## src/rtl/mdio_pkg.sv

```systemverilog
package mdio_pkg;
  localparam int unsigned DATA_W    = 16;
  localparam int unsigned FRAME_LEN = 32;
  localparam int unsigned PRE_LEN   = 32;

  localparam logic [5:0] OFF_CFG = 6'h00;
  localparam logic [5:0] OFF_WD  = 6'h08;
  localparam logic [5:0] OFF_RD  = 6'h10;
  localparam logic [5:0] OFF_CMD = 6'h18;
  localparam logic [5:0] OFF_EN  = 6'h20;

  localparam int unsigned CFG_PRE_BIT  = 12;
  localparam int unsigned CFG_MODE_BIT = 24;
  localparam int unsigned PEND_BIT     = 31;
  localparam int unsigned VALID_BIT    = 30;
  localparam int unsigned CMD_PHY_LSB  = 8;
  localparam int unsigned CMD_OP_LSB   = 16;

  typedef struct packed {
    logic                 ok;
    logic                 rd;
    logic [FRAME_LEN-1:0] word;
  } frame_req_t;

  function automatic frame_req_t build_frame(input logic c45, input logic [1:0] op,
                                             input logic [4:0] phy, input logic [4:0] rg,
                                             input logic [DATA_W-1:0] dat);
    frame_req_t r;
    logic [1:0] st, wop;
    r   = '0;
    st  = c45 ? 2'b00 : 2'b01;
    wop = 2'b00;
    r.ok = 1'b1;
    if (c45) begin
      case (op)
        2'd0: wop = 2'b00;
        2'd1: wop = 2'b01;
        2'd3: begin wop = 2'b11; r.rd = 1'b1; end
        default: r.ok = 1'b0;
      endcase
    end else begin
      case (op)
        2'd0: wop = 2'b01;
        2'd1: begin wop = 2'b10; r.rd = 1'b1; end
        default: r.ok = 1'b0;
      endcase
    end
    r.word = {st, wop, phy, rg, 2'b10, dat};
    return r;
  endfunction
endpackage

```

## src/rtl/mdio_clkgen.sv

```systemverilog
module mdio_clkgen #(
  parameter int unsigned DIV_W = 8
) (
  input  logic             clk_i,
  input  logic             rst_ni,
  input  logic             run_i,
  input  logic [DIV_W-1:0] div_i,
  output logic             mdc_o,
  output logic             rise_o,
  output logic             fall_o
);
  logic [DIV_W-1:0] cnt_q;
  logic             mdc_q;
  logic             tick;

  assign tick   = run_i && (cnt_q == div_i);
  assign rise_o = tick && !mdc_q;
  assign fall_o = tick && mdc_q;
  assign mdc_o  = mdc_q;

  always_ff @(posedge clk_i or negedge rst_ni) begin
    if (!rst_ni) begin
      cnt_q <= '0;
      mdc_q <= 1'b0;
    end else if (!run_i) begin
      cnt_q <= '0;
      mdc_q <= 1'b0;
    end else if (tick) begin
      cnt_q <= '0;
      mdc_q <= ~mdc_q;
    end else begin
      cnt_q <= cnt_q + 1'b1;
    end
  end
endmodule

```

## src/rtl/mdio_frame_eng.sv

```systemverilog
module mdio_frame_eng #(
  parameter int unsigned PRE_LEN   = 32,
  parameter int unsigned FRAME_LEN = 32,
  parameter int unsigned DATA_W    = 16,
  parameter int unsigned DIV_W     = 8
) (
  input  logic                 clk_i,
  input  logic                 rst_ni,
  input  logic                 start_i,
  input  logic                 rd_i,
  input  logic                 pre_i,
  input  logic [DIV_W-1:0]     div_i,
  input  logic [FRAME_LEN-1:0] frame_i,
  input  logic                 mdio_i,
  output logic                 busy_o,
  output logic                 done_o,
  output logic [DATA_W-1:0]    rdata_o,
  output logic                 mdc_o,
  output logic                 mdio_o,
  output logic                 mdio_oe_o
);
  localparam int unsigned POS_W   = $clog2(PRE_LEN + FRAME_LEN + 1);
  localparam int unsigned FI_W    = $clog2(FRAME_LEN);
  localparam int unsigned DAT_IDX = FRAME_LEN - DATA_W;
  localparam int unsigned TA_IDX  = DAT_IDX - 2;

  logic                 busy_q, rd_q, pre_q;
  logic [POS_W-1:0]     pos_q;
  logic [FRAME_LEN-1:0] frame_q;
  logic [DIV_W-1:0]     div_q;
  logic [DATA_W-1:0]    rsh_q;
  logic                 rise, fall;
  logic [POS_W-1:0]     pre_len, last_pos, fidx;
  logic [FI_W-1:0]      sel;
  logic                 in_pre, released, in_data;

  mdio_clkgen #(.DIV_W(DIV_W)) u_clk (
    .clk_i (clk_i),
    .rst_ni(rst_ni),
    .run_i (busy_q),
    .div_i (div_q),
    .mdc_o (mdc_o),
    .rise_o(rise),
    .fall_o(fall)
  );

  assign pre_len  = pre_q ? POS_W'(PRE_LEN) : '0;
  assign last_pos = pre_len + POS_W'(FRAME_LEN - 1);
  assign in_pre   = pos_q < pre_len;
  assign fidx     = pos_q - pre_len;
  assign sel      = FI_W'(FRAME_LEN - 1) - fidx[FI_W-1:0];
  assign released = rd_q && !in_pre && (fidx >= POS_W'(TA_IDX));
  assign in_data  = rd_q && !in_pre && (fidx >= POS_W'(DAT_IDX));

  assign busy_o    = busy_q;
  assign done_o    = busy_q && fall && (pos_q == last_pos);
  assign rdata_o   = rsh_q;
  assign mdio_o    = (!busy_q || in_pre) ? 1'b1 : frame_q[sel];
  assign mdio_oe_o = busy_q && !released;

  always_ff @(posedge clk_i or negedge rst_ni) begin
    if (!rst_ni) begin
      busy_q  <= 1'b0;
      rd_q    <= 1'b0;
      pre_q   <= 1'b0;
      pos_q   <= '0;
      frame_q <= '0;
      div_q   <= '0;
      rsh_q   <= '0;
    end else if (!busy_q) begin
      if (start_i) begin
        busy_q  <= 1'b1;
        rd_q    <= rd_i;
        pre_q   <= pre_i;
        div_q   <= div_i;
        frame_q <= frame_i;
        pos_q   <= '0;
      end
    end else begin
      if (rise && in_data) rsh_q <= {rsh_q[DATA_W-2:0], mdio_i};
      if (fall) begin
        if (pos_q == last_pos) busy_q <= 1'b0;
        else                   pos_q  <= pos_q + 1'b1;
      end
    end
  end
endmodule

```

## src/rtl/mdio_master.sv

```systemverilog
module mdio_master
  import mdio_pkg::*;
#(
  parameter int unsigned ADDR_W = 6,
  parameter int unsigned DIV_W  = 8
) (
  input  logic              clk_i,
  input  logic              rst_ni,
  input  logic              csr_wr_i,
  input  logic [ADDR_W-1:0] csr_addr_i,
  input  logic [31:0]       csr_wdata_i,
  output logic [31:0]       csr_rdata_o,
  output logic              mdc_o,
  output logic              mdio_o,
  output logic              mdio_oe_o,
  input  logic              mdio_i
);
  logic [DIV_W-1:0]  div_q;
  logic              pre_q, mode_q, en_q;
  logic [DATA_W-1:0] wdat_q, rdat_q;
  logic              wr_pend_q, rd_pend_q, rd_valid_q;
  logic [1:0]        op_q;
  logic [4:0]        phy_q, rg_q;
  logic              hit_cmd, start, eng_busy, eng_done;
  logic [DATA_W-1:0] eng_rdata;
  frame_req_t        req;

  assign hit_cmd = csr_wr_i && (csr_addr_i == ADDR_W'(OFF_CMD));
  assign req     = build_frame(mode_q, csr_wdata_i[CMD_OP_LSB +: 2],
                               csr_wdata_i[CMD_PHY_LSB +: 5], csr_wdata_i[4:0], wdat_q);
  assign start   = hit_cmd && en_q && !wr_pend_q && !rd_pend_q && req.ok;

  mdio_frame_eng #(
    .PRE_LEN(PRE_LEN), .FRAME_LEN(FRAME_LEN), .DATA_W(DATA_W), .DIV_W(DIV_W)
  ) u_eng (
    .clk_i    (clk_i),
    .rst_ni   (rst_ni),
    .start_i  (start),
    .rd_i     (req.rd),
    .pre_i    (pre_q),
    .div_i    (div_q),
    .frame_i  (req.word),
    .mdio_i   (mdio_i),
    .busy_o   (eng_busy),
    .done_o   (eng_done),
    .rdata_o  (eng_rdata),
    .mdc_o    (mdc_o),
    .mdio_o   (mdio_o),
    .mdio_oe_o(mdio_oe_o)
  );

  always_ff @(posedge clk_i or negedge rst_ni) begin
    if (!rst_ni) begin
      div_q      <= '0;
      pre_q      <= 1'b0;
      mode_q     <= 1'b0;
      en_q       <= 1'b0;
      wdat_q     <= '0;
      rdat_q     <= '0;
      wr_pend_q  <= 1'b0;
      rd_pend_q  <= 1'b0;
      rd_valid_q <= 1'b0;
      op_q       <= '0;
      phy_q      <= '0;
      rg_q       <= '0;
    end else begin
      if (csr_wr_i) begin
        case (csr_addr_i)
          ADDR_W'(OFF_CFG): begin
            div_q  <= csr_wdata_i[DIV_W-1:0];
            pre_q  <= csr_wdata_i[CFG_PRE_BIT];
            mode_q <= csr_wdata_i[CFG_MODE_BIT];
          end
          ADDR_W'(OFF_WD): wdat_q <= csr_wdata_i[DATA_W-1:0];
          ADDR_W'(OFF_EN): en_q   <= csr_wdata_i[0];
          default: ;
        endcase
      end
      if (start) begin
        op_q  <= csr_wdata_i[CMD_OP_LSB +: 2];
        phy_q <= csr_wdata_i[CMD_PHY_LSB +: 5];
        rg_q  <= csr_wdata_i[4:0];
        if (req.rd) begin
          rd_pend_q  <= 1'b1;
          rd_valid_q <= 1'b0;
        end else begin
          wr_pend_q  <= 1'b1;
        end
      end
      if (eng_done) begin
        if (rd_pend_q) begin
          rd_pend_q  <= 1'b0;
          rd_valid_q <= 1'b1;
          rdat_q     <= eng_rdata;
        end
        wr_pend_q <= 1'b0;
      end
    end
  end

  always_comb begin
    csr_rdata_o = '0;
    case (csr_addr_i)
      ADDR_W'(OFF_CFG): begin
        csr_rdata_o[DIV_W-1:0]    = div_q;
        csr_rdata_o[CFG_PRE_BIT]  = pre_q;
        csr_rdata_o[CFG_MODE_BIT] = mode_q;
      end
      ADDR_W'(OFF_WD): begin
        csr_rdata_o[DATA_W-1:0] = wdat_q;
        csr_rdata_o[PEND_BIT]   = wr_pend_q;
      end
      ADDR_W'(OFF_RD): begin
        csr_rdata_o[DATA_W-1:0] = rdat_q;
        csr_rdata_o[VALID_BIT]  = rd_valid_q;
        csr_rdata_o[PEND_BIT]   = rd_pend_q;
      end
      ADDR_W'(OFF_CMD): begin
        csr_rdata_o[4:0]                = rg_q;
        csr_rdata_o[CMD_PHY_LSB +: 5]   = phy_q;
        csr_rdata_o[CMD_OP_LSB +: 2]    = op_q;
      end
      ADDR_W'(OFF_EN): csr_rdata_o[0] = en_q;
      default: ;
    endcase
  end

  logic unused_busy;
  assign unused_busy = eng_busy;
endmodule

```

## config.mk

```make
export PLATFORM = sky130hd
export DESIGN_NAME = mdio_master
export DESIGN_NICKNAME = d
export VERILOG_FILES = /design/src/rtl/mdio_pkg.sv /design/src/rtl/mdio_clkgen.sv /design/src/rtl/mdio_frame_eng.sv /design/src/rtl/mdio_master.sv
export SDC_FILE = /design/constraint.sdc
export NUM_CORES = 1
export LEC_CHECK = 0
export BUFFER_PORTS_ARGS = -buffer_cell sky130_fd_sc_hd__buf_2
export CAP_MARGIN = 20
export CORE_MARGIN = 5
export CORE_UTILIZATION = 62
export DETAILED_ROUTE_END_ITERATION = 10
export GPL_TIMING_DRIVEN = 0
export PLACE_DENSITY = 0.92
export SKIP_LAST_GASP = 1
export SYNTH_ARGS = -nofsm -noshare
export SYNTH_HDL_FRONTEND = slang
export SYNTH_SLANG_ARGS = --single-unit
```

## constraint.sdc

```tcl
create_clock -name clk_i -period 4.7 [get_ports clk_i]
set_clock_uncertainty 0.15 [all_clocks]
set_input_delay 0.235 -clock clk_i [delete_from_list [all_inputs] [get_ports clk_i]]
set_output_delay 0.235 -clock clk_i [all_outputs]
set_load 0.01 [all_outputs]
```

======== After elaboration in Yosys (flattened, before gate mapping) ========
Cells that the tools add are included.
Widths: inputs -> output; s select.
operators by class
  $add $sub $neg .......................... 5
  multipliers ............................. 0
  div/mod/pow operators ................... 0
  $lt $le $gt $ge ......................... 4
  equality and inequality tests ........... 12
  shift operators ......................... 0
  muxes and demuxes ....................... 46
  bitwise gates (word level) .............. 2
  reductions and logical operators ........ 36
operators by type and width
  operator             number
  $mux 7               4
  $mux 1               26
  $mux 8               2
  $pmux 4 s4           1
  $logic_and 1x1->1    15
  $reduce_and 2->1     7
  $eq 6x5->1 const B   2
  $pmux 4 s3           1
  $pmux 3 s3           1
  $add 8x1->8 const B  1
  $eq 8x8->1           1
  $ne 2x2->1 const B   4
  $pmux 2 s2           2
  $add 7x1->7 const B  1
  $add 7x5->7 const B  1
  $eq 7x7->1           1
  $ge 7x4->1 const B   1
  $ge 7x5->1 const B   1
  $lt 7x7->1           1
  $sub 7x7->7          1
  $eq 6x4->1 const B   1
  $eq 6x6->1 const B   1
  $logic_not 1->1      6
  $logic_not 6->1      1
  other kinds (18)     22
word-level totals
  register bits ........................... 132
  bits in latches ......................... 0
  memory bits (writable) .................. 0
  memory bits (read-only) ................. 0
  output and inout bits ................... 35
  logic and storage cells ................. 126
  memories ................................ 0

======== Logic depth before layout (Yosys ltp) ========
Gate-level depths: netlist of run 1.
  word-level depth ........................ 9
  gate-level depth with buffers ........... 8
  depth with buffers taken out ............ 7

======== Cells and area by module ========
Synthesis of run 1 repeated with hierarchy kept, for this count alone.
second synthesis, totals
  cell total of the unflattened synthesis .. 552
  area, all modules ....................... 6183.4 um^2
by module, submodules not included
  module          times used  cells an instance  area an instance (um^2)  sequential area each (um^2)
  mdio_frame_eng  1           301                2994.1                   1651.6
  mdio_master     1           202                2696.3                   1451.4
  mdio_clkgen     1           49                 493.0                    225.2

======== Least setup slack after synthesis of run 1 ========
OpenSTA, ideal clock, no wires.
  kind .................................... reg2reg
  from .................................... register u_eng.pos_q[0]
  to ...................................... register u_eng.pos_q[6]
  setup time .............................. 132 ps
  data arrival time ....................... 2173 ps
  path slack .............................. 2246 ps
  cell stages (with the launch flop) ...... 8
  period minus slack after synthesis ...... 2454 ps
  path through ............................ dfrtp_1 ha_1 and3_1 and4_1 nor4_2 clkbuf_1 a21oi_1 or3b_1
on the way
  cells in the longest elaborated chain, start to end .. 4
RTL lines
  what                      RTL line              source
  start: declaration        mdio_frame_eng.sv:28  logic [POS_W-1:0] pos_q;
  start signal: assignment  mdio_frame_eng.sv:83  else pos_q <= pos_q + 1'b1;
  $add 7x1->7               mdio_frame_eng.sv:83
  $mux 7                    mdio_frame_eng.sv:82  if (pos_q == last_pos) busy_q <= 1'b0;
  $mux 7                    mdio_frame_eng.sv:81  if (fall) begin
  $mux 7                    mdio_frame_eng.sv:70  end else if (!busy_q) begin
Several ways; a longest one is shown, not always the timed one. The select of a mux whose other input is x is not followed.
A chain may end at the register's enable or synchronous reset.

======== Worst setup path in the final report of run 1 ========
  from .................................... input csr_addr_i[5]
  to ...................................... output csr_rdata_o[2]
on the way
  cells in the longest elaborated chain, start to end .. 2
RTL lines
  what                                RTL line            source
  start: declaration                  mdio_master.sv:10   input logic [ADDR_W-1:0] csr_addr_i,
  $eq 6x5->1 (tied with other cells)  mdio_master.sv:103  case (csr_addr_i)
  $pmux 4 s4 *                        mdio_master.sv:103
  end: declaration                    mdio_master.sv:12   output logic [31:0] csr_rdata_o,
Mark *: on every way between the ends. The rest lies on a longest branch, timed or not.

==> results.ini, run 1 <==
[synthesis]
synth_seq_area_share_pct=54.05
syn-cell-area_um2=6018
synthCells=497
synth_edf_count=0
syn_avg_cell_area_um2=12.11
synth_area_leaders=dfrtp_1, mux2_2, nand2_1
yosysTopAreaCell=dfrtp_1
synth_cell_types=51
synth_seq_cells=130
yosys_warnings=0
synth_top_area_share_pct=54.05
synth-main-ff-cell=dfrtp_1
async_reset_ff_share_pct=100.0

[placement]
hpwlAfterDp_mm=10.19
port_buffers=52
place_inst=694
gp_congestion=0.8907

[cells_and_area]
instances_no_fill=749
n_antenna_cell=0
syn_to_final_growth_pct=21.73
nets=650
drive_gt1_share_pct=32.95

[floorplan]
pin_count=77
start_util_pct=62.44
core_area_um2=9639
std_cell_rows=36
dieArea_um2=11780
die_height_um=108.5
die_w_um=108.5

[clock_tree]
cts_made_buffers=17
clockBufferDepth=2
worst_skew_pair.late_latency_ps=530
clock-root-buffer=clkbuf_8
cts_tree=built
clk_pin_slew_ps=60
h-tree-depth=4
cts_setup_buffers=0
cts.sinks=130

[sta]
worstMarginPinSlew_ps=977.9
max_freq_ghz=0.2788
fin_tns_setup_ps=0
setup_viol=0
drv_slew=0
layout_min_cycle_time_ps=3587
rsz0062_at_grt=no
period_share_pct=76.32
max_slew_margin_pct=33.89
hold_viol_final=0

[worst_setup_path]
max_stage_delay_ps=800
crit_fanout=10
critPathArrivalTime_ps=3200
slowest_stage=nor4b_1
cp-end-kind=primary output
cp_cell_sequence=dlygate4sd3_1, buf_2, nor4b_1, nor3b_1, buf_2, clkbuf_1, nand2_1, nand2_1, buf_2
crit_buf_inv=5
critPathRequiredTime_ps=4320
rrSetupSlack_ps=1650
crit_start=csr_addr_i[5]
crit_family=buffers and inverters
crit_type=in -> out
path_common_cell=buf_2
r2r.worst_path.cells=6
startpoint_type=primary input
regToRegStartpoint=en_q
rr_endpoint=u_eng.frame_q[24]

[detailed_routing]
drc=0
dr_total_vias=4654
drt-total-wl_mm=16.76
vias_per_cell=6.214
first_pass_iters=6
postRouteAntennaNets=0
avgRoutedWirePerCell_um=22.37
drtIter0Drc=594

[global_routing]
antenna_found_initial=0
grt_usage_pct=30.74
grt_pass1_wl_mm=27.05
grt_max_degree=78
grt_pass1_vias=4983
grt.overflow.total=0

[run_status]
outcome=finished, final reports clean

[pwr]
vdd_drop_max_mv=0.2509
p_total_w=0.002604
power.leakage_nw=3.813
powerDensity_nw_per_um2=355.4

[worst_hold_path]
hp-class=in -> async

[flow_run]
maxCapViolations=0

[synth_stat cells, drive strengths merged, types with 4 or more instances]
| cell type | n |
|---|---|
| nor3 | 8 |
| a31oi | 4 |
| dfrtp | 130 |
| buf | 18 |
| xnor2 | 10 |
| mux2 | 96 |
| mux4 | 6 |
| and3 | 10 |
| a22o | 5 |
| clkbuf | 17 |
| inv | 14 |
| nand4 | 7 |
| xor2 | 6 |
| ha | 4 |
| nand3 | 6 |
| o21ai | 5 |
| or3 | 4 |
| nand2 | 70 |
| and2 | 4 |
| nor2 | 21 |
| a21oi | 9 |
| a222oi | 13 |
[how the worst max path moves through the flow]
| stage | to | slack (ps) | cells after the start |
|---|---|---|---|
| after floorplan | u_eng.pos_q[6] | 2250 | 7 |
| after global routing | csr_rdata_o[2] | 970 | 9 |
| after global placement | csr_rdata_o[31] | 1370 | 6 |
| after detailed placement | u_eng.frame_q[21] | 1690 | 7 |
| final | csr_rdata_o[2] | 1110 | 9 |
| after CTS | csr_rdata_o[31] | 1200 | 8 |
[routing by layer]
| layer | global-route usage (%) | routed length (um) |
|---|---|---|
| met1 | 38.35 | 6295 |
| met2 | 49.91 | 8296 |
| met3 | 7.761 | 1363 |
| met4 | 15.51 | 803 |
| met5 | 0 | 0 |
[stage by stage]
stage	util (%)	setup WS [ps]	cell area [um^2]	hold slack [ps]
after floorplan	-	2246	6056	-210.6
after global placement	67.25	1371	6482	293.2
after detailed placement	67.65	1693	6521	64.40
after CTS	76.00	1201	7326	99.12
after global routing	76.00	972.8	7326	121.2
final	76.00	1113	7326	67.49
[area by class of cell]
cell class              instances  area, um^2
clock buffers                  21       429.2
plain buffers                  35       187.7
clock inverters                10       135.1
well taps                     133       166.4
flip-flops and latches        130        3253
fillers                       539        2313
multi-input cells             328        2562
inverters                      14       52.55
repair buffers                 78       539.3
[worst reg2reg max path, cell delays in order (launching register included)]
cell and delay, ps:
dfrtp_1 400, nor4bb_1 630, nand4_1 240, clkbuf_1 350, nor2_1 390, buf_2 370
mux2_2 410
[power breakdown]
part / internal (W) / switching [W]
Combinational: 0.0000586 / 0.0000611
Clock: 0.000804 / 0.000492
Sequential: 0.00115 / 0.0000382
Total: 0.00201 / 0.000591
[cell usage in the layout (no fill, tap or decap), types with 5 or more instances in the layout]
master	instances
buf_4	12
nand3_1	6
xnor2_1	10
nor3_1	7
nor2_1	21
conb_1	11
nand2_1	70
a222oi_1	13
clkbuf_16	16
inv_1	14
a21oi_1	9
and3_1	10
clkbuf_1	21
dfrtp_1	130
mux2_4	9
a22o_1	5
mux4_2	6
buf_2	55
dlygate4sd3_1	24
xor2_1	6
mux2_2	87
nand4_1	7
[sequential cells by signal (all words and copies together), names as in the netlist]
register	flops
wr_pend_q	1
rdat_q	16
rd_pend_q	1
u_eng.pos_q	7
rg_q	5
op_q	2
u_eng.frame_q	29
div_q	8
phy_q	5
u_eng.u_clk.cnt_q	8
en_q	1
u_eng.busy_o	1
u_eng.rd_q	1
mode_q	1
wdat_q	16
pre_q	1
u_eng.div_q	8
rd_valid_q	1
u_eng.rdata_o	16
u_eng.pre_q	1
u_eng.u_clk.mdc_o	1
[repair_timing]
item / 4_1_cts / 5_1_grt
endpoints found under the hold margin: 182 / 0
hold buffers: 24 / 0
resized for setup: 0 / 0
[cell families (layout without fill, tap and decap cells)]
group | after synthesis | in the layout | share of synthesized area (%)
AO/OA/AOI/OAI | 42 | 42 | 5.260
flip-flops | 130 | 130 | 54.05
other | 1 | 11 | 0.06231
buffers and inverters | 49 | 158 | 3.992
multiplexers | 104 | 104 | 21.10
adder cells (fa/ha/maj) | 4 | 4 | 0.8316
AND/OR/NAND/NOR | 151 | 151 | 12.37
XOR/XNOR | 16 | 16 | 2.328
No activity file was read; power rests on OpenSTA's default activity.
==> run 2: changes to the inputs <==
--- a/config.mk
+++ b/config.mk
@@ -8,10 +8,10 @@
 export BUFFER_PORTS_ARGS = -buffer_cell sky130_fd_sc_hd__buf_2
 export CAP_MARGIN = 20
 export CORE_MARGIN = 5
-export CORE_UTILIZATION = 62
+export CORE_UTILIZATION = 52
 export DETAILED_ROUTE_END_ITERATION = 10
 export GPL_TIMING_DRIVEN = 0
-export PLACE_DENSITY = 0.92
+export PLACE_DENSITY = 0.83
 export SKIP_LAST_GASP = 1
 export SYNTH_ARGS = -nofsm -noshare
 export SYNTH_HDL_FRONTEND = slang
==> constraint.sdc (replaced) <==
create_clock -name clk_i -period 3.2 [get_ports clk_i]
set_clock_uncertainty 0.15 [all_clocks]
set_input_delay 0.16 -clock clk_i [delete_from_list [all_inputs] [get_ports clk_i]]
set_output_delay 0.16 -clock clk_i [all_outputs]
set_load 0.01 [all_outputs]
==> run 2 against run 1 <==
Non-clock buffer count is 1 lower. Utilization is 11 points lower. Cell area is 0.70% higher. Setup slack worse by 860 ps. Die area is 17% higher. Clock power is 54% higher. Register-to-register slack worse by 1400 ps. Global-route usage is 8.0 points lower. Final cell count is 1.3% higher. Critical endpoint is now csr_rdata_o[12]. Largest cell class unchanged. Largest power group unchanged.
==> results.ini, run 2 (same netlist as run 1, synthesis figures left out) <==
[run_status]
outcome=finished, final reports clean

[detailed_routing]
first_pass_iters=6  ; unchanged
postRouteAntennaNets=0  ; unchanged
drc=0  ; unchanged
drt-total-wl_mm=15.21  ; -9.2%
drtIter0Drc=481  ; -19%
dr_total_vias=4524  ; -2.8%
avgRoutedWirePerCell_um=20.04  ; -10%
vias_per_cell=5.960  ; -4.1%

[clock_tree]
cts_setup_buffers=0  ; unchanged
cts.sinks=130  ; unchanged
cts_resized=0  ; unchanged
holdBufCountCts=23  ; -4.2%
worst_skew_pair.late_latency_ps=420  ; -110 ps
cts_made_buffers=17  ; unchanged
cts_tree=built
clockBufferDepth=2  ; unchanged
h-tree-depth=4  ; unchanged
clk_pin_slew_ps=60  ; about the same
clock-root-buffer=clkbuf_16

[worst_setup_path]
crit_type=in -> out
rr_endpoint=u_eng.rdata_o[10]
r2r.worst_path.cells=7  ; +1
crit_start=csr_addr_i[1]
regToRegStartpoint=u_eng.u_clk.cnt_q[0]
startpoint_type=primary input
critPathRequiredTime_ps=2890  ; -1430 ps
crit_fanout=10  ; unchanged
rrSetupSlack_ps=260  ; -1390 ps
cp-end-kind=primary output
critPathArrivalTime_ps=2640  ; -560 ps

[cells_and_area]
n_antenna_cell=0  ; unchanged
largest_register=u_eng.frame_q
layout_commonest_cell=dfrtp_1
drive_gt1_share_pct=33.77  ; +0.81 points
nets=649  ; -0.15%
instances_no_fill=759  ; +1.3%
syn_to_final_growth_pct=22.58
mostFrequentLayoutCells=dfrtp_1, mux2_2, nand2_1
largest_register_ffs=29  ; unchanged

[floorplan]
die_height_um=117.6  ; +8.3%
std_cell_rows=39  ; +8.3%
core_area_um2=11370  ; +18%
die_w_um=117.6  ; +8.3%
dieArea_um2=13830  ; +17%
start_util_pct=52.93  ; -9.5 points
pin_count=77  ; unchanged

[global_routing]
grt_max_degree=98  ; +26%
grt.overflow.total=0  ; unchanged
grt_pass1_vias=4746  ; -4.8%
grt_pass1_wl_mm=25.10  ; -7.2%
antenna_found_initial=0  ; unchanged
grt_usage_pct=22.69  ; -8.0 points

[pwr]
power_frac_seq_pct=44.6  ; -1.1 points
p_total_w=0.003915  ; +50%
powerDensity_nw_per_um2=530.7  ; +49%
p_int_w=0.003039  ; +51%
swShare_pct=22.39  ; -0.31 points
p_clk_share_pct=51.0  ; +1.3 points
switchingPower_w=0.0008764  ; +48%
combinationalPowerShare_pct=4.4  ; -0.2 points
vdd_drop_max_mv=0.3351  ; +34%
power.leakage_nw=3.823  ; +0.25%

[flow_run]
maxCapViolations=0  ; unchanged

[sta]
holdWs_ps=23.17  ; -44.32 ps
rsz0062_at_grt=no
drv_slew=0  ; unchanged
max_freq_ghz=0.3393
setup_viol=0  ; unchanged
period_share_pct=92.10
layout_min_cycle_time_ps=2947
worstMarginPinSlew_ps=945.6  ; -32.31 ps
max_slew_margin_pct=36.07  ; +2.2 points
hold_viol_final=0  ; unchanged

[placement]
gp_congestion=0.8700  ; -2.3%
port_buffers=52  ; unchanged
hpwlAfterDp_mm=10.34  ; +1.5%
place_inst=704  ; +1.4%

[worst_hold_path]
min_to=en_q
holdPathStages=4
worstHoldStart=csr_addr_i[1]
hp-class=in -> reg

run 2: routing by layer:
layer / share of wire (%) / vias to the layer above / track usage [%]
met3: 6.0 / 51 / 5.766
met4: 3.8 / 0 / 10.75
met5: 0 / - / 0
met2: 50 / 225 / 37.38
met1: 40 / 2268 / 27.98
li1: - / 1980 / -
run 2: area by class of cell:
class                   instances  area (um^2)
plain buffers                  35        187.7
repair buffers                 77        529.3
clock inverters                13        160.2
fillers                       779         3993
inverters                      14        52.55
clock buffers                  19        452.9
flip-flops and latches        130         3253
well taps                     143        178.9
multi-input cells             328         2562
run 2: power by group through the flow:
| stage | registers, W | logic, W | clock network [W] |
|---|---|---|---|
| after floorplan | 0.00174 | 0.0000702 | 0 |
| after global placement | 0.00176 | 0.000135 | 0 |
| after detailed placement | 0.00177 | 0.000147 | 0 |
| after CTS | 0.00174 | 0.000172 | 0.00200 |
| after global routing | 0.00175 | 0.000191 | 0.00209 |
| final | 0.00174 | 0.000173 | 0.00200 |
run 2: worst max-delay path by stage:
stage | end | slack [ps] | cells after the start
after floorplan | u_eng.pos_q[6] | 750 | 7
after global placement | csr_rdata_o[31] | -30 | 6
after detailed placement | u_eng.frame_q[25] | 340 | 7
after CTS | mdio_o | 290 | 6
after global routing | csr_rdata_o[1] | 80 | 8
final | csr_rdata_o[12] | 250 | 8
run 2: worst max-delay path, stage by stage:
cell      delay, ps
buf_2           120
nor4b_1         820
nor3b_1         390
buf_2           290
clkbuf_1        470
nand2_1         140
nand2_1         100
buf_2           140
run 2: stage by stage:
| stage | setup slack (ps) | util, % | cell area [um^2] | setup TNS (ps) |
|---|---|---|---|---|
| 4_1_cts | 293.0 | 64.88 | 7377 | 0 |
| 5_1_grt | 76.12 | 64.88 | 7377 | 0 |
| 6_report | 252.9 | 64.88 | 7377 | 0 |
| 3_3_place_gp | -31.00 | 57.13 | 6495 | -31.00 |
| 3_5_place_dp | 338.4 | 57.47 | 6534 | 0 |
| 2_1_floorplan | 745.6 | - | 6056 | 0 |
==> run 3: changes to the inputs <==
--- a/config.mk
+++ b/config.mk
@@ -11,7 +11,7 @@
 export CORE_UTILIZATION = 52
 export DETAILED_ROUTE_END_ITERATION = 10
 export GPL_TIMING_DRIVEN = 0
-export PLACE_DENSITY = 0.83
+export PLACE_DENSITY_LB_ADDON = 0.12
 export SKIP_LAST_GASP = 1
 export SYNTH_ARGS = -nofsm -noshare
 export SYNTH_HDL_FRONTEND = slang
==> run 3 against run 2 <==
Global-route usage shrank 0.97 points. Worst hold slack gained 27 ps. Non-clock buffer count is the same. Combinational power shrank 2%. Wire length shrank 6.2%. Final cell count is the same. Critical path type unchanged.
==> results.ini, run 3 (same netlist as run 1, synthesis figures left out) <==
[sta]
max_slew_margin_pct=44.80  ; +8.7 points
max_freq_ghz=0.3392  ; about the same
setup_viol=0  ; unchanged
rsz0062_at_grt=no
layout_min_cycle_time_ps=2949  ; +1.487 ps
setup_ws_ps=251.5  ; -1.487 ps
holdWs_ps=49.92  ; +26.75 ps
worstMarginPinSlew_ps=816.5  ; -129.1 ps
drv_slew=0  ; unchanged
period_share_pct=92.14  ; about the same
hold_viol_final=0  ; unchanged

[detailed_routing]
drc=0  ; unchanged
drt-total-wl_mm=14.26  ; -6.2%
dr_total_vias=4225  ; -6.6%
first_pass_iters=5  ; -1
vias_per_cell=5.567  ; -6.6%
postRouteAntennaNets=0  ; unchanged
drtIter0Drc=354  ; -26%
avgRoutedWirePerCell_um=18.79  ; -6.2%

[worst_setup_path]
crit_family=simple AND/OR/NAND/NOR gates
crit_start=csr_addr_i[1]
cp_cell_sequence=buf_2, nor4b_1, nor3b_2, buf_4, clkbuf_1, a22o_1, buf_2
path_common_cell=buf_2
crit_fanout=10  ; unchanged
critPathRequiredTime_ps=2890  ; about the same
startpoint_type=primary input
slowest_stage=nor4b_1
regToRegStartpoint=u_eng.pos_q[0]
crit_type=in -> out
max_stage_delay_ps=730  ; -90 ps
cp-end-kind=primary output
critPathArrivalTime_ps=2640  ; about the same
crit_buf_inv=4  ; unchanged

[global_routing]
grt_max_degree=80  ; -18%
grt_pass1_wl_mm=23.85  ; -5.0%
grt.overflow.total=0  ; unchanged
antenna_found_initial=0  ; unchanged
grt_pass1_vias=4386  ; -7.6%
grt_usage_pct=21.72  ; -0.97 points

[placement]
placed_cell_area_um2=6536  ; about the same
port_buffers=52  ; unchanged
pre_cts_ws_ps=54.57  ; -283.9 ps
gp_congestion=0.8401  ; -3.4%
hpwlAfterDp_mm=10.27  ; -0.66%

[cells_and_area]
layout_commonest_cell=dfrtp_1
multi_input_area_um2=2567  ; +0.20%
syn_to_final_growth_pct=22.12
nets=649  ; unchanged
mostFrequentLayoutCells=dfrtp_1, mux2_2, nand2_1
fin_util_pct=64.64  ; -0.24 points
largest_register=u_eng.frame_q
seqCellArea_um2=3253  ; unchanged
drive_gt1_share_pct=33.60  ; -0.16 points
n_antenna_cell=0  ; unchanged
stdcell_area_um2=7350  ; -0.37%
fill_cells=859  ; +10%
largest_register_ffs=29  ; unchanged

[clock_tree]
cts.sinks=130  ; unchanged
h-tree-depth=4  ; unchanged
cts_setup_buffers=0  ; unchanged
clock-root-buffer=clkbuf_16
cts_made_buffers=17  ; unchanged
clk_pin_slew_ps=60  ; about the same
clockBufferDepth=2  ; unchanged
cts_tree=built
worst_skew_pair.late_latency_ps=410  ; about the same

[floorplan]
pin_count=77  ; unchanged
die_w_um=117.6  ; unchanged
dieArea_um2=13830  ; unchanged
start_util_pct=52.93  ; unchanged
core_area_um2=11370  ; unchanged
die_height_um=117.6  ; unchanged
std_cell_rows=39  ; unchanged

[pwr]
power.leakage_nw=3.816  ; -0.20%
vdd_drop_max_mv=0.4788  ; +43%
p_total_w=0.003765  ; -3.8%
powerDensity_nw_per_um2=512.2  ; -3.5%

[worst_hold_path]
hp-class=in -> reg
worstHoldStart=csr_addr_i[0]

[run_status]
outcome=finished, final reports clean

[flow_run]
maxCapViolations=0  ; unchanged

run 3: cell count changes in the layout (fill, tap and decap cells not counted):
| cell | delta |
|---|---|
| nor3b_1 | -1 |
| clkinvlp_4 | -2 |
| buf_4 | +1 |
| clkinv_4 | -1 |
| nor3b_2 | +1 |
| bufinv_16 | -2 |
| clkbuf_1 | +2 |
| clkbuf_8 | +3 |
| buf_2 | -1 |
run 3: path summary, 6_finish.rpt:
check                                        to  slack (ps)  cells after the start
setup / recovery                csr_rdata_o[31]         250                      7
min in group asynchronous     u_eng.frame_q[13]         130                      2
hold reg to reg                         op_q[0]         310                      2
hold / removal                             en_q          50                      4
max in group asynchronous  u_eng.u_clk.cnt_q[7]        2020                      3
setup reg to reg                 u_eng.pos_q[3]         260                      7
run 3: worst reg2reg max path, stage by stage (launching register included):
cell	delay [ps]
dfrtp_1	470
ha_1	270
and3_1	240
and4_1	250
nor4_2	520
clkbuf_1	420
a21oi_1	130
or3_1	370
run 3: per-stage QoR:
step           setup TNS (ps)  instances
6_report                    0        759
3_5_place_dp                0        704
5_1_grt                     0        759
2_1_floorplan               0        507
4_1_cts                     0        759
3_3_place_gp            -1063        702
run 3: power by group:
part | total, W | internal (W) | switching (W)
registers | 0.00174 | 0.00169 | 0.0000490
logic | 0.000169 | 0.0000857 | 0.0000837
clock network | 0.00186 | 0.00117 | 0.000688
run 3: cell type report:
class                      instances  share of cell area [%]
inverter                          14                  0.7150
sequential                       130                   44.26
multi-input combinational        328                   34.93
buffer                            35                   2.554
clock inverter                     8                   1.038
timing repair buffer              77                   7.235
clock buffer                      24                   6.827
tap                              143                   2.434
run 3: what timing repair did:
action | CTS | global route
setup endpoints to repair | 0 | 10
resized for setup | 0 | 1
hold buffers | 23 | 0
endpoints found under the hold margin | 103 | 0
run 3: routing by layer:
layer | share of wire, % | global-route usage, %
met1 | 47 | 31.43
met2 | 46 | 32.28
met3 | 5.6 | 5.478
met4 | 1.8 | 6.882
met5 | 0 | 0
